### config.mk
export PLATFORM = sky130hd
export DESIGN_NAME = hb_mode_decoder
export DESIGN_NICKNAME = d
export VERILOG_FILES = /design/src/rtl/hb_mode_pkg.sv /design/src/rtl/hb_mode_store.sv /design/src/rtl/hb_bridge_decode.sv /design/src/rtl/hb_mode_decoder.sv
export SDC_FILE = /design/constraint.sdc
export NUM_CORES = 1
export LEC_CHECK = 0
export BUFFER_PORTS_ARGS = -buffer_cell sky130_fd_sc_hd__buf_4
export CELL_PAD_IN_SITES_DETAIL_PLACEMENT = 1
export CELL_PAD_IN_SITES_GLOBAL_PLACEMENT = 1
export CORE_AREA = 2 2 39 41
export CTS_CLUSTER_DIAMETER = 200
export CTS_CLUSTER_SIZE = 14
export DETAILED_ROUTE_END_ITERATION = 8
export DIE_AREA = 0 0 41 43
export HOLD_SLACK_MARGIN = 0.06
export PLACE_DENSITY = 0.65
export REMOVE_ABC_BUFFERS = 1
export SLEW_MARGIN = 20
export SYNTH_ARGS = -nofsm -noshare
export SYNTH_HDL_FRONTEND = slang
export SYNTH_SLANG_ARGS = --single-unit
### constraint.sdc
create_clock -name clk -period 4.2 [get_ports clk]
set_clock_uncertainty 0.2 [all_clocks]
set_input_delay 0.84 -clock clk [delete_from_list [all_inputs] [get_ports clk]]
set_output_delay 0.84 -clock clk [all_outputs]
set_load 0.05 [all_outputs]
### src/rtl/hb_mode_pkg.sv
package hb_mode_pkg;
    localparam int MODE_W = 2;
    localparam int NUM_HB = 2;

    typedef enum logic [MODE_W-1:0] {
        MODE_PHEN  = 2'b00,
        MODE_RSV1  = 2'b01,
        MODE_RSV2  = 2'b10,
        MODE_INDEP = 2'b11
    } hb_mode_e;

    typedef struct packed {
        hb_mode_e          mode;
        logic              arm;
        logic              past_vld;
        logic [NUM_HB-1:0] hs;
        logic [NUM_HB-1:0] ls;
    } hb_state_t;
endpackage

### src/rtl/hb_mode_store.sv
module hb_mode_store
    import hb_mode_pkg::*;
#(
    parameter bit STRAP_SRC = 1'b1
) (
    input  hb_mode_e          mode_q,
    input  logic              arm_q,
    input  logic              sleep_n,
    input  logic [MODE_W-1:0] strap_mode,
    input  logic              wr_en,
    input  logic [MODE_W-1:0] wr_mode,
    output hb_mode_e          mode_d,
    output logic              arm_d,
    output logic              mode_ok
);
    logic [MODE_W-1:0] src_mode;
    logic              load;

    always_comb begin
        src_mode = STRAP_SRC ? strap_mode : wr_mode;
        load     = STRAP_SRC ? (arm_q & sleep_n) : wr_en;
        mode_d   = load ? hb_mode_e'(src_mode) : mode_q;
        // strapped builds re-arm while asleep; register builds never arm
        arm_d    = STRAP_SRC ? ~sleep_n : 1'b0;
        mode_ok  = ~arm_q;
    end
endmodule

### src/rtl/hb_bridge_decode.sv
module hb_bridge_decode
    import hb_mode_pkg::*;
(
    input  hb_mode_e          mode,
    input  logic              active,
    input  logic              ctl_a,
    input  logic              ctl_b,
    output logic [NUM_HB-1:0] hs_d,
    output logic [NUM_HB-1:0] ls_d
);
    always_comb begin
        hs_d = '0;
        ls_d = '0;
        if (active) begin
            unique case (mode)
                MODE_PHEN: begin
                    if (!ctl_a) begin
                        ls_d = 2'b11;
                    end else if (ctl_b) begin
                        hs_d = 2'b01;
                        ls_d = 2'b10;
                    end else begin
                        hs_d = 2'b10;
                        ls_d = 2'b01;
                    end
                end
                MODE_INDEP: begin
                    unique case ({ctl_a, ctl_b})
                        2'b10: begin hs_d = 2'b01; ls_d = 2'b10; end
                        2'b01: begin hs_d = 2'b10; ls_d = 2'b01; end
                        2'b11: ls_d = 2'b11;
                        default: ;
                    endcase
                end
                default: ;
            endcase
        end
    end
endmodule

### src/rtl/hb_mode_decoder.sv
module hb_mode_decoder
    import hb_mode_pkg::*;
#(
    parameter bit STRAP_SRC = 1'b1
) (
    input  logic              clk,
    input  logic              rst_n,
    input  logic              sleep_n,
    input  logic              drv_off,
    input  logic              ctl_a,
    input  logic              ctl_b,
    input  logic [MODE_W-1:0] strap_mode,
    input  logic              wr_en,
    input  logic [MODE_W-1:0] wr_mode,
    output logic [NUM_HB-1:0] hs_on,
    output logic [NUM_HB-1:0] ls_on
);
    hb_state_t st_d, st_q;
    hb_mode_e  mode_nx;
    logic      arm_nx, mode_ok;
    logic [NUM_HB-1:0] hs_nx, ls_nx;

    hb_mode_store #(.STRAP_SRC(STRAP_SRC)) store_i (
        .mode_q     (st_q.mode),
        .arm_q      (st_q.arm),
        .sleep_n    (sleep_n),
        .strap_mode (strap_mode),
        .wr_en      (wr_en),
        .wr_mode    (wr_mode),
        .mode_d     (mode_nx),
        .arm_d      (arm_nx),
        .mode_ok    (mode_ok)
    );

    hb_bridge_decode dec_i (
        .mode   (st_q.mode),
        .active (mode_ok & sleep_n & ~drv_off),
        .ctl_a  (ctl_a),
        .ctl_b  (ctl_b),
        .hs_d   (hs_nx),
        .ls_d   (ls_nx)
    );

    always_comb begin
        st_d          = st_q;
        st_d.mode     = mode_nx;
        st_d.arm      = arm_nx;
        st_d.past_vld = 1'b1;
        st_d.hs       = hs_nx;
        st_d.ls       = ls_nx;
    end

    always_ff @(posedge clk or negedge rst_n) begin
        if (!rst_n) begin
            st_q <= '{mode: MODE_PHEN, arm: 1'b1, past_vld: 1'b0,
                      hs: '0, ls: '0};
        end else begin
            st_q <= st_d;
        end
    end

    assign hs_on = st_q.hs;
    assign ls_on = st_q.ls;

    assert_no_shoot_R8: assert property (@(posedge clk) disable iff (!rst_n)
        (hs_on & ls_on) == '0);

    assert_off_hiz_R4: assert property (@(posedge clk) disable iff (!rst_n)
        (st_q.past_vld && (!sleep_n || drv_off)) |=> (hs_on == '0 && ls_on == '0));

    assert_rsv_hiz_R3: assert property (@(posedge clk) disable iff (!rst_n)
        (st_q.mode == MODE_RSV1 || st_q.mode == MODE_RSV2) |=>
            (hs_on == '0 && ls_on == '0));

    generate
        if (STRAP_SRC) begin : g_strap_chk
            assert_strap_frozen_R6: assert property (@(posedge clk) disable iff (!rst_n)
                (st_q.past_vld && !st_q.arm) |=> $stable(st_q.mode));
        end else begin : g_reg_chk
            assert_wr_load_R7: assert property (@(posedge clk) disable iff (!rst_n)
                wr_en |=> (st_q.mode == $past(wr_mode)));
        end
    endgenerate
endmodule

==> flow_metrics.env, run 1 <==
export IMPL_placedCellCount=55
export IMPL_design_core_area_mm2=0.001384
export IMPL_htreeDepth=1
export IMPL_post_drt_wl_per_cell_um=10.31
export IMPL_start_util=0.2333
export IMPL_postSynthAreaPerCell_um2=11.53
export IMPL_grt_pass1_vias=239
export IMPL_fmax_ghz=0.5455
export IMPL_initialDrtViolationCount=1
export IMPL_status="complete, no violations"
export IMPL_antenna_cells=0
export IMPL_cts_resized=0
export IMPL_cts_tree="done"
export IMPL_slowest_stage="dfrtp_1"
export IMPL_vias_per_cell=4.288
export IMPL_startpoint_type="flop"
export IMPL_antenna_found_initial=0
export IMPL_detail_route_antenna_nets=0
export IMPL_post_cts_setup_buffers=0
export IMPL_clock_sink_count=7
export IMPL_p_switching_uw=42.73
export IMPL_drt_wl_total_um=608
export IMPL_setup_worst_path_class="flop to output port"
export IMPL_cp_data_arrival_time_ns=0.79
export IMPL_required_ns=3.16
export IMPL_die_area_mm2=0.001763
export IMPL_grtUsageTotal=0.09091
export IMPL_setup_viol_count_final=0
export IMPL_cts_root_buf="clkbuf_4"
export IMPL_die_y_um=43
export IMPL_ir_worst_vdd_mv=0.1229
export IMPL_clockBufferDepth=2
export IMPL_end_kind="output port"
export IMPL_rsz0062_at_grt="no"
export IMPL_power_density_mw_per_mm2=366.0
export IMPL_relSlewSlack=0.8889
export IMPL_gp_congestion=0.6341
export IMPL_ioPinCount=15
export IMPL_ys_ff_latch=7
export IMPL_fill_cells=161
export IMPL_ys_seq_area_frac=0.5465
export IMPL_path_clk_slew_ns=0.05
export IMPL_switching_share=0.2585
export IMPL_synth_warnings=0
export IMPL_fin_crit_ns=1.833
export IMPL_intPower_uw=122.6
export IMPL_path_cells="buf_4"
export IMPL_dpl_hpwl_um=492.6
export IMPL_final_cells=59
export IMPL_nNetsFinal=57
export IMPL_dp_slack_ns=2.246
export IMPL_synth_area_um2=322.8
export IMPL_clkLatencyLatePin_ns=0.25
export IMPL_drc=0
export IMPL_total_power_uw=165.3
export IMPL_path_max_fanout=1
export IMPL_grt_pass1_wl_um=959
export IMPL_grt_ovfl_total=0
export IMPL_p_leak_nw=0.2268
export IMPL_drive_above_1_share=0.4419
export IMPL_fin_crit_sh=0.4364
export IMPL_syn_inst=28
export IMPL_cts_buffers=3
export IMPL_p_clk_frac=0.371
export IMPL_crit_family="flip-flops"
export IMPL_pwr_share_seq=0.451
export IMPL_io_buffers=11
export IMPL_ctsHoldBuffers=0
export IMPL_num_vias=253
export IMPL_rows=14
export IMPL_tns_ns=0
export IMPL_drv_slew=0
export IMPL_area_growth_pct=39.92
export IMPL_min_path_type="input port to asynchronous set/reset pin"
export IMPL_die_w_um=41
export IMPL_hold_viol=0
export IMPL_yosysUniqueCellTypes=14
export IMPL_cap_violations=0
export IMPL_combinationalPowerShare=0.178
export IMPL_fin_hold_ws_ns=0.1950
export IMPL_worst_slew_pin_slew_ns=0.1620
export IMPL_setup_ws_ns=2.367
export IMPL_cp_buffers_inverters=1
export IMPL_grt_max_degree=8
export IMPL_slowest_delay_ns=0.36
export IMPL_firstDrtPassIters=2
-- synthesized netlist by cell type --
cell type	instances	share of area
nor3_2	1	0.031
nand3b_1	2	0.046
inv_1	4	0.046
a21oi_1	2	0.031
dfrtp_1	6	0.47
nor2_1	1	0.012
mux2i_1	1	0.031
nand2_1	3	0.035
or4_4	1	0.035
dfstp_2	1	0.081
ha_1	2	0.078
o21ai_0	1	0.015
a22oi_1	1	0.023
mux2_2	2	0.070
-- power by group through the flow --
| stage | sequential, mW | combinational [mW] | clock (mW) |
|---|---|---|---|
| after floorplan | 0.0780 | 0.0156 | 0 |
| after global placement | 0.0757 | 0.0297 | 0 |
| after detailed placement | 0.0757 | 0.0301 | 0 |
| after CTS | 0.0746 | 0.0301 | 0.0660 |
| after global routing | 0.0751 | 0.0330 | 0.0713 |
| final | 0.0745 | 0.0294 | 0.0614 |
-- cell type report --
type / count / area (um^2) / share of cell area
Sequential cell: 7 / 176.4 / 0.3906
Clock buffer: 4 / 26.28 / 0.05817
Tap cell: 16 / 20.02 / 0.04432
Timing Repair Buffer: 11 / 82.58 / 0.1828
Multi-Input combinational cell: 17 / 131.4 / 0.2909
Inverter: 4 / 15.01 / 0.03324
-- path summary, 6_finish.rpt --
kind	startpoint	endpoint	slack, ns	cells after the start
min in group clk	st_q[6]$_DFFE_PN0P_	st_q[6]$_DFFE_PN0P_	0.34	1
worst min register to register	st_q[6]$_DFFE_PN0P_	st_q[6]$_DFFE_PN0P_	0.34	1
worst max register to register	st_q[6]$_DFFE_PN0P_	hs_on[0]$_DFF_PN0_	2.51	4
max in group asynchronous	rst_n	st_q[5]$_DFF_PN1_	3.40	1
worst max-delay path	hs_on[1]$_DFF_PN0_	hs_on[1]	2.37	1
worst min-delay path	rst_n	ls_on[0]$_DFF_PN0_	0.20	1
-- registers in the layout, indices dropped and copies added (netlist names) --
| register | count |
|---|---|
| hs_on | 2 |
| st_q | 3 |
| ls_on | 2 |
-- layout by cell type, fill, tap and decap left out --
| cell | netlist | routed |
|---|---|---|
| dfstp_2 | 1 | 1 |
| nor2_1 | 1 | 1 |
| a22oi_1 | 1 | 1 |
| nand2_1 | 3 | 3 |
| dfrtp_1 | 6 | 6 |
| or4_4 | 1 | 1 |
| mux2_2 | 2 | 2 |
| nand3b_1 | 2 | 2 |
| mux2i_1 | 1 | 1 |
| a21oi_1 | 2 | 2 |
| ha_1 | 2 | 2 |
| nor3_2 | 1 | 1 |
| clkbuf_4 | 0 | 3 |
| clkbuf_1 | 0 | 1 |
| inv_1 | 4 | 4 |
| o21ai_0 | 1 | 1 |
| buf_4 | 0 | 11 |
-- through the flow --
stage                       util  cell area, um^2
after floorplan                -            322.8
after global placement    0.3074            425.4
after detailed placement  0.3074            425.4
after CTS                 0.3264            451.7
after global routing      0.3264            451.7
final                     0.3264            451.7
-- layer usage --
layer | up-vias | GRT usage | wire [um]
met2 | 12 | 0.1188 | 289
met5 | - | 0 | 0
met1 | 118 | 0.09180 | 244
met3 | 0 | 0.04712 | 74
met4 | 0 | 0.1000 | 0
li1 | 123 | - | -
-- cells by family after synthesis --
| kind of cell | after synthesis | synth area share |
|---|---|---|
| AND/OR/NAND/NOR | 8 | 0.1589 |
| flip-flops | 7 | 0.5465 |
| AO/OA/AOI/OAI | 4 | 0.06976 |
| buffers and inverters | 4 | 0.04650 |
| multiplexers | 3 | 0.1008 |
| adder cells (fa/ha/maj) | 2 | 0.07751 |
No activity file was read; power rests on OpenSTA's default activity.
==> inputs of run 2 (changes only) <==
- ABC_AREA: unset -> 1
- PLACE_DENSITY: 0.65 -> 0.73
- clock period: 4.2 -> 1.76 ns (I/O delays scaled with it)
==> run 2 against run 1 <==
  * Cell area increased by 13%
  * Non-clock buffer count up 2
  * First-iteration DRC count fell by 100%
  * Via count rose by 35%
  * Wire length grew 23%
  * Flip-flop and latch count did not move
==> flow_metrics.env, run 2 <==
export IMPL_grtUsageTotal=0.1289
export IMPL_rsz0062_at_grt="no"
export IMPL_crit_family="flip-flops"
export IMPL_end_kind="output port"
export IMPL_vias_per_cell=4.263
export IMPL_cts_root_buf="clkbuf_4"
export IMPL_io_buffers=11
export IMPL_grt_max_degree=8
export IMPL_synth_edff_count=0
export IMPL_synth_ff_type="dfrtp_1"
export IMPL_drt_wl_total_um=749
export IMPL_synthMostInstantiatedCell="nand2_1"
export IMPL_clkLatencyLatePin_ns=0.26
export IMPL_antenna_found_initial=0
export IMPL_die_area_mm2=0.001763
export IMPL_slowest_stage="dfrtp_1"
export IMPL_synthArstFlopShare=1.000
export IMPL_fmax_ghz=0.7367
export IMPL_setup_viol_count_final=0
export IMPL_regMostFlops="st_q"
export IMPL_fin_hold_ws_ns=0.1407
export IMPL_nNetsFinal=78
export IMPL_htreeDepth=1
export IMPL_area_growth_pct=41.32
export IMPL_fin_crit_ns=1.357
export IMPL_cts_tree="done"
export IMPL_cap_violations=0
export IMPL_relSlewSlack=0.9125
export IMPL_postPlaceCellArea_um2=462.9
export IMPL_fill_cells=171
export IMPL_antenna_cells=0
export IMPL_cts_buffers=3
export IMPL_synth_area_um2=360.3
export IMPL_postSynthAreaPerCell_um2=7.667
export IMPL_status="complete, no violations"
export IMPL_final_cell_mix="16 x nand2_1, 11 x buf_4, 9 x inv_1"
export IMPL_grt_ovfl_total=0
export IMPL_cp_data_arrival_time_ns=0.81
export IMPL_drive_above_1_share=0.2969
export IMPL_syn_inst=47
export IMPL_num_vias=341
export IMPL_yosys_area_top_type="dfrtp_1"
export IMPL_grt_pass1_vias=387
export IMPL_die_y_um=43
export IMPL_gp_congestion=0.7058
export IMPL_synth_area_leaders="dfrtp_1 42%, nand2_1 17%, inv_1 9.4%"
export IMPL_ys_seq_area_frac=0.4896
export IMPL_grt_pass1_wl_mm=1.449
export IMPL_netlist_top_cells_count="16 x nand2_1, 9 x inv_1, 6 x dfrtp_1"
export IMPL_drv_slew=0
export IMPL_design_core_area_mm2=0.001384
export IMPL_ioPinCount=15
export IMPL_start_util=0.2604
export IMPL_slowest_delay_ns=0.36
export IMPL_finalInstanceArea_um2=509.2
export IMPL_clock_sink_count=7
export IMPL_initialDrtViolationCount=0
export IMPL_tns_ns=0
export IMPL_dpl_hpwl_um=595.2
export IMPL_min_path_type="input port to flop"
export IMPL_p_leak_nw=0.2971
export IMPL_path_clk_slew_ns=0.05
export IMPL_worst_slew_pin_slew_ns=0.1310
export IMPL_required_ns=1.21
export IMPL_yosysUniqueCellTypes=11
export IMPL_path_cells="buf_4"
export IMPL_largest_reg_flops=3
export IMPL_detail_route_antenna_nets=0
export IMPL_rows=14
export IMPL_post_drt_wl_per_cell_um=9.363
export IMPL_synth_warnings=0
export IMPL_setup_worst_path_class="flop to output port"
export IMPL_fin_crit_sh=0.7713
export IMPL_startpoint_type="flop"
export IMPL_hold_viol=0
export IMPL_die_w_um=41
export IMPL_firstDrtPassIters=1
export IMPL_final_common_cell="nand2_1"
export IMPL_total_power_uw=408.5
export IMPL_clockBufferDepth=2
export IMPL_ys_ff_latch=7
export IMPL_final_cells=80
export IMPL_ir_worst_vdd_mv=0.4012
export IMPL_power_density_mw_per_mm2=802.2
export IMPL_synth_top_area_share=0.4167
export IMPL_drc=0
export IMPL_placedCellCount=74
export IMPL_cp_buffers_inverters=1
export IMPL_path_max_fanout=1
-- run 2: cell count changes after synthesis, moves of 2 or more --
cell | before | now
inv_1 | 4 | 9
mux2_2 | 2 | 0
nor2_1 | 1 | 4
nor2_2 | 0 | 2
nand3_1 | 0 | 3
nand2_1 | 3 | 16
nand3b_1 | 2 | 0
-- run 2: power breakdown --
group | internal [mW] | total (mW) | switching, mW
combinational | 0.0348 | 0.0827 | 0.0479
sequential | 0.171 | 0.175 | 0.00457
clock | 0.0868 | 0.150 | 0.0636
-- run 2: path summary, 6_finish.rpt --
path,from,end,slack [ns],cells past startpoint
max,hs_on[1]$_DFF_PN0_,hs_on[1],0.40,1
min,strap_mode[0],st_q[6]$_DFFE_PN0P_,0.14,3
max reg2reg,st_q[7]$_DFFE_PN0P_,hs_on[1]$_DFF_PN0_,0.46,5
min reg2reg,st_q[6]$_DFFE_PN0P_,st_q[6]$_DFFE_PN0P_,0.35,2
max in group asynchronous,rst_n,st_q[5]$_DFF_PN1_,0.91,2
min in group asynchronous,rst_n,hs_on[1]$_DFF_PN0_,0.24,2
-- run 2: worst register-to-register path, stage by stage (launching register included) --
cell	delay, ns
dfrtp_1	0.38
inv_1	0.08
ha_1	0.24
nor2_1	0.14
nand3_1	0.10
nor2_1	0.10
-- run 2: per-layer routing --
layer	track usage	vias to the layer above	wire (um)
met5	0	-	0
met4	0.06000	0	16
met3	0.09424	2	76
met2	0.1906	12	412
met1	0.1299	155	243
li1	-	172	-
-- run 2: cell type report --
class	instances	area, um^2	area share
clock buffers	4	26.28	0.05160
flip-flops and latches	7	176.4	0.3464
multi-input cells	30	146.4	0.2875
inverters	10	37.54	0.07371
well taps	16	20.02	0.03931
repair buffers	13	102.6	0.2015
-- run 2: cell families (layout without fill, tap and decap cells) --
| kind of cell | count (synthesis) | after routing | synth area share |
|---|---|---|---|
| AOI/OAI and AO/OA | 3 | 3 | 0.05209 |
| adders and majority gates | 2 | 2 | 0.06943 |
| buffers and inverters | 10 | 27 | 0.1042 |
| DFF | 7 | 7 | 0.4896 |
| and+or+nand+nor | 25 | 25 | 0.2847 |
-- run 2: what timing repair did --
action                                 CTS  global route
endpoints found under the hold margin    8             0
gates resized for setup                  0             0
hold buffers                             2             0
setup buffers                            0             0
-- run 2: through the flow --
step	worst slack (ns)	utilization
6_report	0.4026	0.3680
5_1_grt	0.3124	0.3680
4_1_cts	0.3897	0.3680
3_5_place_dp	0.4439	0.3345
3_3_place_gp	0.4614	0.3345
2_1_floorplan	0.5399	-
